**src/rtl/nor_seq_pkg.sv**
```systemverilog
package nor_seq_pkg;

    typedef enum logic [1:0] {
        OP_ID    = 2'd0,
        OP_READ  = 2'd1,
        OP_PROG  = 2'd2,
        OP_ERASE = 2'd3
    } nor_op_e;

    typedef enum logic [3:0] {
        S_IDLE,
        S_WREN,
        S_GAP,
        S_OPC,
        S_ADDR,
        S_XFER,
        S_POLL_CMD,
        S_POLL_RD,
        S_DONE
    } seq_state_e;

    localparam logic [7:0] CODE_ID     = 8'h9F;
    localparam logic [7:0] CODE_READ   = 8'h03;
    localparam logic [7:0] CODE_PROG   = 8'h02;
    localparam logic [7:0] CODE_ERASE  = 8'h20;
    localparam logic [7:0] CODE_WREN   = 8'h06;
    localparam logic [7:0] CODE_STATUS = 8'h05;
    localparam logic [7:0] FILLER      = 8'hFF;
    localparam int         BUSY_BIT    = 0;
    localparam int         ADDR_BYTES  = 3;

endpackage

```
**src/rtl/spi_byte_engine.sv**
```systemverilog
module spi_byte_engine #(
    parameter int HALF_DIV = 2
) (
    input  logic       clk,
    input  logic       rst_n,
    input  logic       start,
    input  logic [7:0] tx_byte,
    output logic       busy,
    output logic       done,
    output logic [7:0] rx_byte,
    output logic       sck,
    output logic       mosi,
    input  logic       miso
);
    localparam int CW = (HALF_DIV > 1) ? $clog2(HALF_DIV) : 1;
    localparam logic [CW-1:0] CNT_END = CW'(HALF_DIV - 1);

    logic          active;
    logic          sck_q;
    logic [CW-1:0] cnt;
    logic [2:0]    bitn;
    logic [7:0]    tx_sh;
    logic [7:0]    rx_sh;
    logic          done_q;

    always_ff @(posedge clk or negedge rst_n) begin
        if (!rst_n) begin
            active <= 1'b0;
            sck_q  <= 1'b0;
            cnt    <= '0;
            bitn   <= '0;
            tx_sh  <= '0;
            rx_sh  <= '0;
            done_q <= 1'b0;
        end else begin
            done_q <= 1'b0;
            if (start && !active) begin
                active <= 1'b1;
                tx_sh  <= tx_byte;
                cnt    <= '0;
                bitn   <= '0;
                sck_q  <= 1'b0;
            end else if (active) begin
                if (cnt == CNT_END) begin
                    cnt <= '0;
                    if (!sck_q) begin
                        sck_q <= 1'b1;
                        rx_sh <= {rx_sh[6:0], miso};
                    end else begin
                        sck_q <= 1'b0;
                        if (bitn == 3'd7) begin
                            active <= 1'b0;
                            done_q <= 1'b1;
                        end else begin
                            bitn  <= bitn + 3'd1;
                            tx_sh <= {tx_sh[6:0], 1'b0};
                        end
                    end
                end else begin
                    cnt <= cnt + CW'(1);
                end
            end
        end
    end

    assign busy    = active;
    assign done    = done_q;
    assign rx_byte = rx_sh;
    assign sck     = sck_q;
    assign mosi    = tx_sh[7];

    // data out must hold while SCK is high
    assert_mosi_hold_high_R2: assert property (@(posedge clk) disable iff (!rst_n)
        (sck_q && $past(sck_q)) |-> $stable(mosi));

endmodule

```
**src/rtl/nor_seq_fsm.sv**
```systemverilog
module nor_seq_fsm
    import nor_seq_pkg::*;
#(
    parameter int LEN_W    = 9,
    parameter int HALF_DIV = 2
) (
    input  logic             clk,
    input  logic             rst_n,
    input  logic             req_valid,
    input  logic [1:0]       req_op,
    input  logic [23:0]      req_addr,
    input  logic [LEN_W-1:0] req_len,
    output logic             req_ready,
    input  logic [7:0]       wr_data,
    output logic             wr_take,
    output logic [7:0]       rd_data,
    output logic             rd_valid,
    output logic [23:0]      id_out,
    output logic             done,
    output logic             cs_n,
    output logic             eng_start,
    output logic [7:0]       eng_tx,
    input  logic             eng_busy,
    input  logic             eng_done,
    input  logic [7:0]       eng_rx
);
    localparam int GAP_CYC = 2 * HALF_DIV;
    localparam int GW      = $clog2(GAP_CYC + 1);
    localparam logic [GW-1:0] GAP_END = GW'(GAP_CYC - 1);

    seq_state_e       state;
    seq_state_e       gap_next;
    nor_op_e          op_q;
    logic [23:0]      addr_q;
    logic [LEN_W-1:0] left_q;
    logic [1:0]       idx;
    logic             issued;
    logic [GW-1:0]    gapc;
    logic [23:0]      id_q;
    logic [7:0]       rd_q;
    logic             rd_v_q;
    logic             in_frame;
    logic             byte_fin;
    logic [7:0]       opcode;
    logic [7:0]       addr_byte;

    // ---------------- outputs ----------------
    always_comb begin
        in_frame = (state == S_WREN) || (state == S_OPC) || (state == S_ADDR) ||
                   (state == S_XFER) || (state == S_POLL_CMD) || (state == S_POLL_RD);
        unique case (op_q)
            OP_ID:    opcode = CODE_ID;
            OP_READ:  opcode = CODE_READ;
            OP_PROG:  opcode = CODE_PROG;
            OP_ERASE: opcode = CODE_ERASE;
            default:  opcode = CODE_ID;
        endcase
        unique case (idx)
            2'd0:    addr_byte = addr_q[23:16];
            2'd1:    addr_byte = addr_q[15:8];
            default: addr_byte = addr_q[7:0];
        endcase
        unique case (state)
            S_WREN:     eng_tx = CODE_WREN;
            S_OPC:      eng_tx = opcode;
            S_ADDR:     eng_tx = addr_byte;
            S_XFER:     eng_tx = (op_q == OP_PROG) ? wr_data : FILLER;
            S_POLL_CMD: eng_tx = CODE_STATUS;
            default:    eng_tx = FILLER;
        endcase
        cs_n      = !in_frame;
        eng_start = in_frame && !issued;
        wr_take   = eng_start && (state == S_XFER) && (op_q == OP_PROG);
        byte_fin  = in_frame && issued && eng_done;
        req_ready = (state == S_IDLE);
        done      = (state == S_DONE);
        rd_data   = rd_q;
        rd_valid  = rd_v_q;
        id_out    = id_q;
    end

    // ---------------- state register ----------------
    always_ff @(posedge clk or negedge rst_n) begin
        if (!rst_n) begin
            state    <= S_IDLE;
            gap_next <= S_IDLE;
            op_q     <= OP_ID;
            addr_q   <= '0;
            left_q   <= '0;
            idx      <= '0;
            issued   <= 1'b0;
            gapc     <= '0;
            id_q     <= '0;
            rd_q     <= '0;
            rd_v_q   <= 1'b0;
        end else begin
            rd_v_q <= 1'b0;
            if (eng_start) begin
                issued <= 1'b1;
            end
            case (state)
                S_IDLE: begin
                    if (req_valid) begin
                        op_q   <= nor_op_e'(req_op);
                        addr_q <= req_addr;
                        idx    <= '0;
                        issued <= 1'b0;
                        if (nor_op_e'(req_op) == OP_ID) begin
                            left_q <= LEN_W'(ADDR_BYTES);
                        end else begin
                            left_q <= req_len;
                        end
                        if ((nor_op_e'(req_op) == OP_PROG) || (nor_op_e'(req_op) == OP_ERASE)) begin
                            state <= S_WREN;
                        end else begin
                            state <= S_OPC;
                        end
                    end
                end
                S_WREN: begin
                    if (byte_fin) begin
                        issued   <= 1'b0;
                        state    <= S_GAP;
                        gap_next <= S_OPC;
                    end
                end
                S_GAP: begin
                    if (gapc == GAP_END) begin
                        gapc  <= '0;
                        state <= gap_next;
                    end else begin
                        gapc <= gapc + GW'(1);
                    end
                end
                S_OPC: begin
                    if (byte_fin) begin
                        issued <= 1'b0;
                        idx    <= '0;
                        state  <= (op_q == OP_ID) ? S_XFER : S_ADDR;
                    end
                end
                S_ADDR: begin
                    if (byte_fin) begin
                        issued <= 1'b0;
                        if (idx == 2'(ADDR_BYTES - 1)) begin
                            if (op_q == OP_ERASE) begin
                                state    <= S_GAP;
                                gap_next <= S_POLL_CMD;
                            end else if (left_q == '0) begin
                                state    <= S_GAP;
                                gap_next <= (op_q == OP_PROG) ? S_POLL_CMD : S_DONE;
                            end else begin
                                state <= S_XFER;
                            end
                        end else begin
                            idx <= idx + 2'd1;
                        end
                    end
                end
                S_XFER: begin
                    if (byte_fin) begin
                        issued <= 1'b0;
                        left_q <= left_q - LEN_W'(1);
                        if (op_q == OP_ID) begin
                            id_q <= {id_q[15:0], eng_rx};
                        end
                        if (op_q == OP_READ) begin
                            rd_q   <= eng_rx;
                            rd_v_q <= 1'b1;
                        end
                        if (left_q == LEN_W'(1)) begin
                            state    <= S_GAP;
                            gap_next <= (op_q == OP_PROG) ? S_POLL_CMD : S_DONE;
                        end
                    end
                end
                S_POLL_CMD: begin
                    if (byte_fin) begin
                        issued <= 1'b0;
                        state  <= S_POLL_RD;
                    end
                end
                S_POLL_RD: begin
                    if (byte_fin) begin
                        issued <= 1'b0;
                        if (!eng_rx[BUSY_BIT]) begin
                            state    <= S_GAP;
                            gap_next <= S_DONE;
                        end
                    end
                end
                S_DONE: begin
                    state <= S_IDLE;
                end
                default: state <= S_IDLE;
            endcase
        end
    end

    // a byte is launched only into an idle shifter
    assert_start_engine_idle_R2: assert property (@(posedge clk) disable iff (!rst_n)
        eng_start |-> !eng_busy);

    // a deselect lasts more than one cycle
    assert_gap_min_R8: assert property (@(posedge clk) disable iff (!rst_n)
        $rose(cs_n) |=> cs_n);

    // completion is a single-cycle pulse
    assert_done_single_R9: assert property (@(posedge clk) disable iff (!rst_n)
        done |=> !done);

    // read bytes are only delivered during a read
    assert_rd_only_read_R4: assert property (@(posedge clk) disable iff (!rst_n)
        rd_valid |-> (op_q == OP_READ));

    // a busy status keeps the poll going
    assert_poll_stays_busy_R7: assert property (@(posedge clk) disable iff (!rst_n)
        (state == S_POLL_RD && byte_fin && eng_rx[BUSY_BIT]) |=> (state == S_POLL_RD));

endmodule

```
**src/rtl/nor_cmd_seq.sv**
```systemverilog
module nor_cmd_seq #(
    parameter int LEN_W    = 9,
    parameter int HALF_DIV = 2
) (
    input  logic             clk,
    input  logic             rst_n,
    input  logic             req_valid,
    input  logic [1:0]       req_op,
    input  logic [23:0]      req_addr,
    input  logic [LEN_W-1:0] req_len,
    output logic             req_ready,
    input  logic [7:0]       wr_data,
    output logic             wr_take,
    output logic [7:0]       rd_data,
    output logic             rd_valid,
    output logic [23:0]      id_out,
    output logic             done,
    output logic             spi_cs_n,
    output logic             spi_sck,
    output logic             spi_mosi,
    input  logic             spi_miso
);
    logic       eng_start;
    logic [7:0] eng_tx;
    logic       eng_busy;
    logic       eng_done;
    logic [7:0] eng_rx;

    nor_seq_fsm #(
        .LEN_W    (LEN_W),
        .HALF_DIV (HALF_DIV)
    ) i_fsm (
        .clk       (clk),
        .rst_n     (rst_n),
        .req_valid (req_valid),
        .req_op    (req_op),
        .req_addr  (req_addr),
        .req_len   (req_len),
        .req_ready (req_ready),
        .wr_data   (wr_data),
        .wr_take   (wr_take),
        .rd_data   (rd_data),
        .rd_valid  (rd_valid),
        .id_out    (id_out),
        .done      (done),
        .cs_n      (spi_cs_n),
        .eng_start (eng_start),
        .eng_tx    (eng_tx),
        .eng_busy  (eng_busy),
        .eng_done  (eng_done),
        .eng_rx    (eng_rx)
    );

    spi_byte_engine #(
        .HALF_DIV (HALF_DIV)
    ) i_engine (
        .clk     (clk),
        .rst_n   (rst_n),
        .start   (eng_start),
        .tx_byte (eng_tx),
        .busy    (eng_busy),
        .done    (eng_done),
        .rx_byte (eng_rx),
        .sck     (spi_sck),
        .mosi    (spi_mosi),
        .miso    (spi_miso)
    );

    // no SCK activity while the flash is deselected
    assert_sck_low_deselected_R2: assert property (@(posedge clk) disable iff (!rst_n)
        spi_cs_n |-> !spi_sck);

endmodule

```
**config.mk**
```make
export PLATFORM = sky130hd
export DESIGN_NAME = nor_cmd_seq
export DESIGN_NICKNAME = d
export VERILOG_FILES = /design/src/rtl/nor_seq_pkg.sv /design/src/rtl/spi_byte_engine.sv /design/src/rtl/nor_seq_fsm.sv /design/src/rtl/nor_cmd_seq.sv
export SDC_FILE = /design/constraint.sdc
export NUM_CORES = 1
export LEC_CHECK = 0
export ABC_AREA = 1
export BUFFER_PORTS_ARGS = -buffer_cell sky130_fd_sc_hd__buf_4
export CAP_MARGIN = 20
export CORE_AREA = 4 4 81 140
export CTS_CLUSTER_DIAMETER = 50
export DETAILED_ROUTE_END_ITERATION = 16
export DIE_AREA = 0 0 85 144
export GPL_TIMING_DRIVEN = 0
export PLACE_DENSITY = 0.7
export SLEW_MARGIN = 10
export SYNTH_ARGS = -nofsm -noshare
export SYNTH_HDL_FRONTEND = slang
export SYNTH_HIERARCHICAL = 1
export SYNTH_SLANG_ARGS = --single-unit
export TNS_END_PERCENT = 5
```
**constraint.sdc**
```tcl
create_clock -name clk -period 5.25 [get_ports clk]
set_input_delay 1.05 -clock clk [delete_from_list [all_inputs] [get_ports clk]]
set_output_delay 1.05 -clock clk [all_outputs]
set_load 0.005 [all_outputs]
```
==> results of run 1 <==
## logic make-up (layout without fill, tap and decap cells)
kind of cell / count (synthesis) / count (layout) / share of synthesized area
compound gates: 92 / 92 / 0.0994
mux: 24 / 24 / 0.0511
buf+inv: 78 / 179 / 0.0644
fa+ha+maj: 9 / 9 / 0.0213
xor+xnor: 2 / 2 / 0.00331
flops: 105 / 105 / 0.497
simple gates: 323 / 323 / 0.263
## where the power goes
part	switching [mW]	internal [mW]	total, mW
Combinational	0.732	0.458	1.19
Sequential	0.181	1.04	1.22
Clock	0.314	0.343	0.657
Total	1.23	1.84	3.07
## flip-flops by register name, summed over array words and instances, names as in the netlist
signal            flops
i_fsm/addr_q         24
i_fsm/id_out         24
i_fsm/left_q          9
i_engine/rx_byte      8
i_engine/tx_sh        8
i_fsm/rd_data         8
i_fsm/gap_next        4
i_fsm/state           4
i_engine/bitn         3
i_fsm/gapc            3
i_fsm/idx             2
i_fsm/op_q            2
i_engine/busy         1
i_engine/cnt          1
i_engine/done         1
i_engine/sck          1
i_fsm/issued          1
i_fsm/rd_valid        1
## worst max-delay path, delay by kind of cell (launching register included)
family	cells	cell delay [ns]
and+or+nand+nor	3	0.43
DFF	1	0.47
buffers and inverters	5	0.77
## metal layers
metal	wire length, µm	part of all wire	GRT usage	vias to the layer above
li1	-	-	-	2252
met1	4830	0.37	0.235	2169
met2	6940	0.54	0.400	143
met3	670	0.052	0.0422	29
met4	473	0.037	0.111	0
met5	0	0	0	-
## per-stage QoR
stage               hold WS [ns]  utilization  cell area, µm²
finish                     0.491        0.623            6370
global placement           0.458        0.594            6080
floorplan                  0.446            -            5290
CTS                        0.496        0.623            6370
global route               0.530        0.623            6370
detailed placement         0.480        0.595            6090
## cell type report
type,instances,area share
sequential,105,0.412
multi-input combinational,450,0.364
timing repair buffer,85,0.101
clock buffer,11,0.0381
inverter,58,0.0347
tap,127,0.0249
buffer,20,0.0186
clock inverter,5,0.00707
## cells in the final DEF (no fill, tap or decap), types with 2 or more instances in the layout
cell type  instances
nand2_1          181
dfrtp_1          105
buf_4             90
nand3_1           68
inv_1             53
nor2_1            52
o21ai_0           52
mux2_2            24
a21oi_1           13
clkbuf_16          9
ha_1               9
clkbuf_1           8
o21bai_1           6
a21oi_2            6
buf_2              5
nand4_1            5
nand2_4            4
a31oi_1            4
nand2_2            3
buf_6              3
inv_2              3
o21ai_1            3
inv_6              2
nor3_1             2
or2_2              2
nor2_2             2
nor2_4             2
a22o_1             2
o211ai_1           2
## worst paths after layout
check | slack, ns | cells after the start | endpoint
worst max-delay path | 2.18 | 8 | wr_take
worst min-delay path | 0.49 | 2 | i_fsm/gapc[1]
worst max register to register | 3.12 | 14 | i_engine/tx_sh[7]
worst min register to register | 0.49 | 2 | i_fsm/gapc[1]
max in group asynchronous | 3.77 | 1 | i_fsm/gap_next[3]
min in group asynchronous | 0.81 | 1 | i_fsm/state[3]
==> impl_results.md, run 1 <==
- RD Place Congestion: 0.935
- Mapped Area: 5290 µm²
- Top-count cell post-synth: nand2_1
- Seq. cell area: 2630 µm²
- Worst-path clk slew: 0.07 ns
- DR vias: 4593
- Asr flop ratio synth: 1.00
- Total Nets Final: 785
- Final cell count without fillers: 861
- Final Setup Violations: 0
- Peak supply drop: 0.281 mV
- Number of synthesized register bits: 105
- Critical path type: reg -> out
- Synth warn: 6
- Pre-antenna DRT Iters: 6
- Post-Place Setup Slack: 2.55 ns
- Top cells by count, synth: 181 x nand2_1, 105 x dfrtp_1, 68 x nand3_1
- EDFF count, synth: 0
- PnR worst setup slack: 2.18 ns
- Tmin final: 3.07 ns
- Cts repair resizes: 0
- Global-route wire length before repair: 21300 µm
- CP cell instances: inv_2, nor2_2, nand2_4, clkinv_2, clkbuf_1, nand3_1, inv_1, buf_4
- Largest net degree at the start of global routing: 106
- Clock Latency Late Sink: 0.35 ns
- # diodes: 0
- Total Neg Setup Slack: 0 ns
- R2R Path Start: i_fsm/idx[0]
- CP startpoint kind: flop
- Vias in the first global route: 4673
- Avg WL per Cell: 15.0 µm
- Fmax achieved: 0.326 GHz
- Syn_area_per_cell: 8.35 µm²
- DP Cell Count: 845
- Synth area leaders: dfrtp_1 50%, nand2_1 13%, nand3_1 6.4%
- CP peak stage delay: 0.47 ns
- Starting DRT DRC Count: 282
- Postcts setup bufs: 0
- Initial Util: 0.516
- Root buf cell: clkbuf_16
- Power per Cell Area: 481 nW/µm²
- Synth-to-Final Area Change: 20.6%
- Footprint of the multi-input gates: 2320 µm²
- Total Power: 3.07 mW
- RSZ-0062 raised after global routing: false
- Hold_buf cts: 0
- Worst setup path startpoint: i_fsm/state[0]
- Period utilisation layout: 0.584
- Num Clock Sinks: 105
- H-tree Lvls: 3
- Worst Path Required: 4.20 ns
- GRT Util Overall: 0.218
- Sequential fraction of the synthesis area: 0.497
- Fill count: 928
- Worst Path Arrival: 2.02 ns
- Top cell type's share of synthesized area: 0.497
- Via density: 5.33
- Clock Skew: 0.00986 ns
- Hold path start: i_fsm/gapc[1]
- # port buffers: 85
- Status: finished clean
- Endpoints failing hold: 0
- Max-slew headroom: 0.355
- Max clock buf depth: 2
- Num CTS Buffers: 9
- Critical path fanouts, max: 10
- Cells after Synth: 633
- Slew of the pin with the lowest slew margin: 0.968 ns
- Layout cell share with drive strength beyond 1: 0.221
- Die area: 12200 µm²
- Drt total wl: 12900 µm
- DRC viols: 0
- CTS tree: built
- Mapped Nets: 689
- Slowest-stage cell, CP: dfrtp_1
- Die height: 144 µm
- Endpoint type of the worst setup path: output port
- Library cells used by synthesis: 37
- Max_cap viols: 0
- Row cnt: 49
- Die width: 85 µm
- Cell accounting for the most synthesized area: dfrtp_1
- Slew Limit Fails: 0
- Leakage: 3.35 nW
- Num ports: 86
- Main synth FF type: dfrtp_1
- HPWL after detailed placement: 9940 µm
- GR Overflow Total: 0
- Core area: 10200 µm²
- Initial antenna violation count: 0
- Worst hold path type: reg -> reg
- Antenna Nets Post-Route: 0
(Power assumes the default switching activity.)
==> run 2: changes to the inputs <==
--- a/config.mk
+++ b/config.mk
@@ -8,12 +8,12 @@
 export ABC_AREA = 1
 export BUFFER_PORTS_ARGS = -buffer_cell sky130_fd_sc_hd__buf_4
 export CAP_MARGIN = 20
-export CORE_AREA = 4 4 81 140
+export CORE_AREA = 4 4 82 142
 export CTS_CLUSTER_DIAMETER = 50
 export DETAILED_ROUTE_END_ITERATION = 16
-export DIE_AREA = 0 0 85 144
+export DIE_AREA = 0 0 86 146
 export GPL_TIMING_DRIVEN = 0
-export PLACE_DENSITY = 0.7
+export PLACE_DENSITY = 0.71
 export SLEW_MARGIN = 10
 export SYNTH_ARGS = -nofsm -noshare
 export SYNTH_HDL_FRONTEND = slang
==> constraint.sdc (replaced) <==
create_clock -name clk -period 2.76 [get_ports clk]
set_input_delay 0.552 -clock clk [delete_from_list [all_inputs] [get_ports clk]]
set_output_delay 0.552 -clock clk [all_outputs]
set_load 0.005 [all_outputs]
==> run 2 against run 1 <==
Against the previous run: sequential share of layout area is 0.10 points lower; clock-buffer cell count is 2 lower; first-iteration DRC count is 32% lower; critical path depth stayed put; via count hardly changed; non-clock buffer count stayed put; critical path type unchanged; critical endpoint unchanged; highest routed layer unchanged.
==> impl_results.md, run 2 (synthesis gave the netlist of run 1 again) <==
- Clock Skew: 0.00807 ns
- H-tree Lvls: 3
- Clock Latency Late Sink: 0.35 ns
- # diodes: 0
- GR Overflow Total: 0
- Num Clock Sinks: 105
- Num ports: 86
- Slew Limit Fails: 0
- DP Cell Count: 848
- Total Nets Final: 785
- Placed cell areas: 6090 µm²
- Final cell count without fillers: 864
- Die area: 12600 µm²
- Final Setup Violations: 0
- R2R Path Start: i_fsm/idx[0]
- Commonest non-fill, non-tap cell in the layout: nand2_1
- Finished Cell Area: 6390 µm²
- Leakage: 3.36 nW
- Fill count: 950
- RD Place Congestion: 0.918
- Synth-to-Final Area Change: 20.9%
- Worst hold slack: 0.324 ns
- Layout cell share with drive strength beyond 1: 0.222
- Seq. cell area: 2630 µm²
- GRT Util Overall: 0.214
- Power per Cell Area: 917 nW/µm²
- RSZ-0062 raised after global routing: false
- Final Util: 0.604
- # port buffers: 85
- Cts repair resizes: 0
- PnR worst setup slack: 0.209 ns
- Endpoint type of the worst setup path: output port
- Max_cap viols: 0
- Antenna Nets Post-Route: 0
- Num CTS Buffers: 9
- CP startpoint kind: flop
- Max-slew headroom: 0.373
- Avg WL per Cell: 14.8 µm
- Tmin final: 2.55 ns
- Worst-path clk slew: 0.07 ns
- Footprint of the multi-input gates: 2320 µm²
- Pre-antenna DRT Iters: 4
- Core area: 10600 µm²
- Via density: 5.31
- Worst hold path type: in -> async
- Worst Path Arrival: 2.00 ns
- Largest net degree at the start of global routing: 106
- Period utilisation layout: 0.924
- Row cnt: 50
- Endpoints failing hold: 0
- Global-route wire length before repair: 21500 µm
- Peak supply drop: 0.529 mV
- Total Power: 5.86 mW
- Worst setup path startpoint: i_fsm/state[2]
- Critical path type: reg -> out
- Critical path fanouts, max: 10
- Most frequent cells in the layout: 181 x nand2_1, 105 x dfrtp_1, 90 x buf_4, 68 x nand3_1, 53 x inv_1
- Initial Util: 0.500
- Slew of the pin with the lowest slew margin: 0.941 ns
- Worst Path Required: 2.21 ns
- Postcts setup bufs: 0
- CTS tree: built
- DRC viols: 0
- Drt total wl: 12800 µm
- Die width: 86 µm
- Max clock buf depth: 2
- Starting DRT DRC Count: 191
- Fmax achieved: 0.392 GHz
- Status: finished clean
- Root buf cell: clkbuf_16
- HPWL after detailed placement: 9920 µm
- Post-Place Setup Slack: 0.578 ns
- Die height: 146 µm
- Initial antenna violation count: 0
- Vias in the first global route: 4647
- Total Neg Setup Slack: 0 ns
- DR vias: 4592
- Hold_buf cts: 0
## run 2: cell count changes in the layout (fill, tap and decap cells not counted), sizes merged
cell,delta
clkinv,+4
clkbuf,-2
clkinvlp,-1
inv,-1
## run 2: critical path: stages, from the launching register on
cell      delay (ns)
dfrtp_1         0.46
inv_2           0.08
nor2_4          0.17
nand2_4         0.12
clkinv_2        0.14
clkbuf_1        0.35
nand3_1         0.12
inv_1           0.09
buf_4           0.11
## run 2: final timing paths
kind                                endpoint  slack, ns  cells past startpoint
setup / recovery                     wr_take       0.21                      8
hold / removal               i_fsm/left_q[4]       0.32                      1
setup reg to reg           i_engine/tx_sh[2]       0.62                     14
hold reg to reg                i_fsm/gapc[0]       0.50                      1
max in group asynchronous   i_fsm/rd_data[3]       1.82                      1
min in group clk             i_fsm/addr_q[2]       0.42                      2
## run 2: per-layer routing
layer  track usage  routed length, µm
met4         0.110                481
met5             0                  0
met3        0.0397                603
met1         0.236               4880
met2         0.380               6850
## run 2: power by group
group          leakage, nW  switching, mW  total, mW  internal [mW]
clock network        0.147          0.627       1.27          0.639
logic                 1.86           1.41       2.28          0.870
registers             1.36          0.340       2.32           1.98
total                 3.36           2.37       5.86           3.49
## run 2: layout make-up
cell class,instances,share of cell area
flip-flops and latches,105,0.411
multi-input cells,450,0.363
repair buffers,85,0.100
clock buffers,9,0.0352
inverters,58,0.0347
well taps,130,0.0255
plain buffers,20,0.0186
clock inverters,7,0.0117
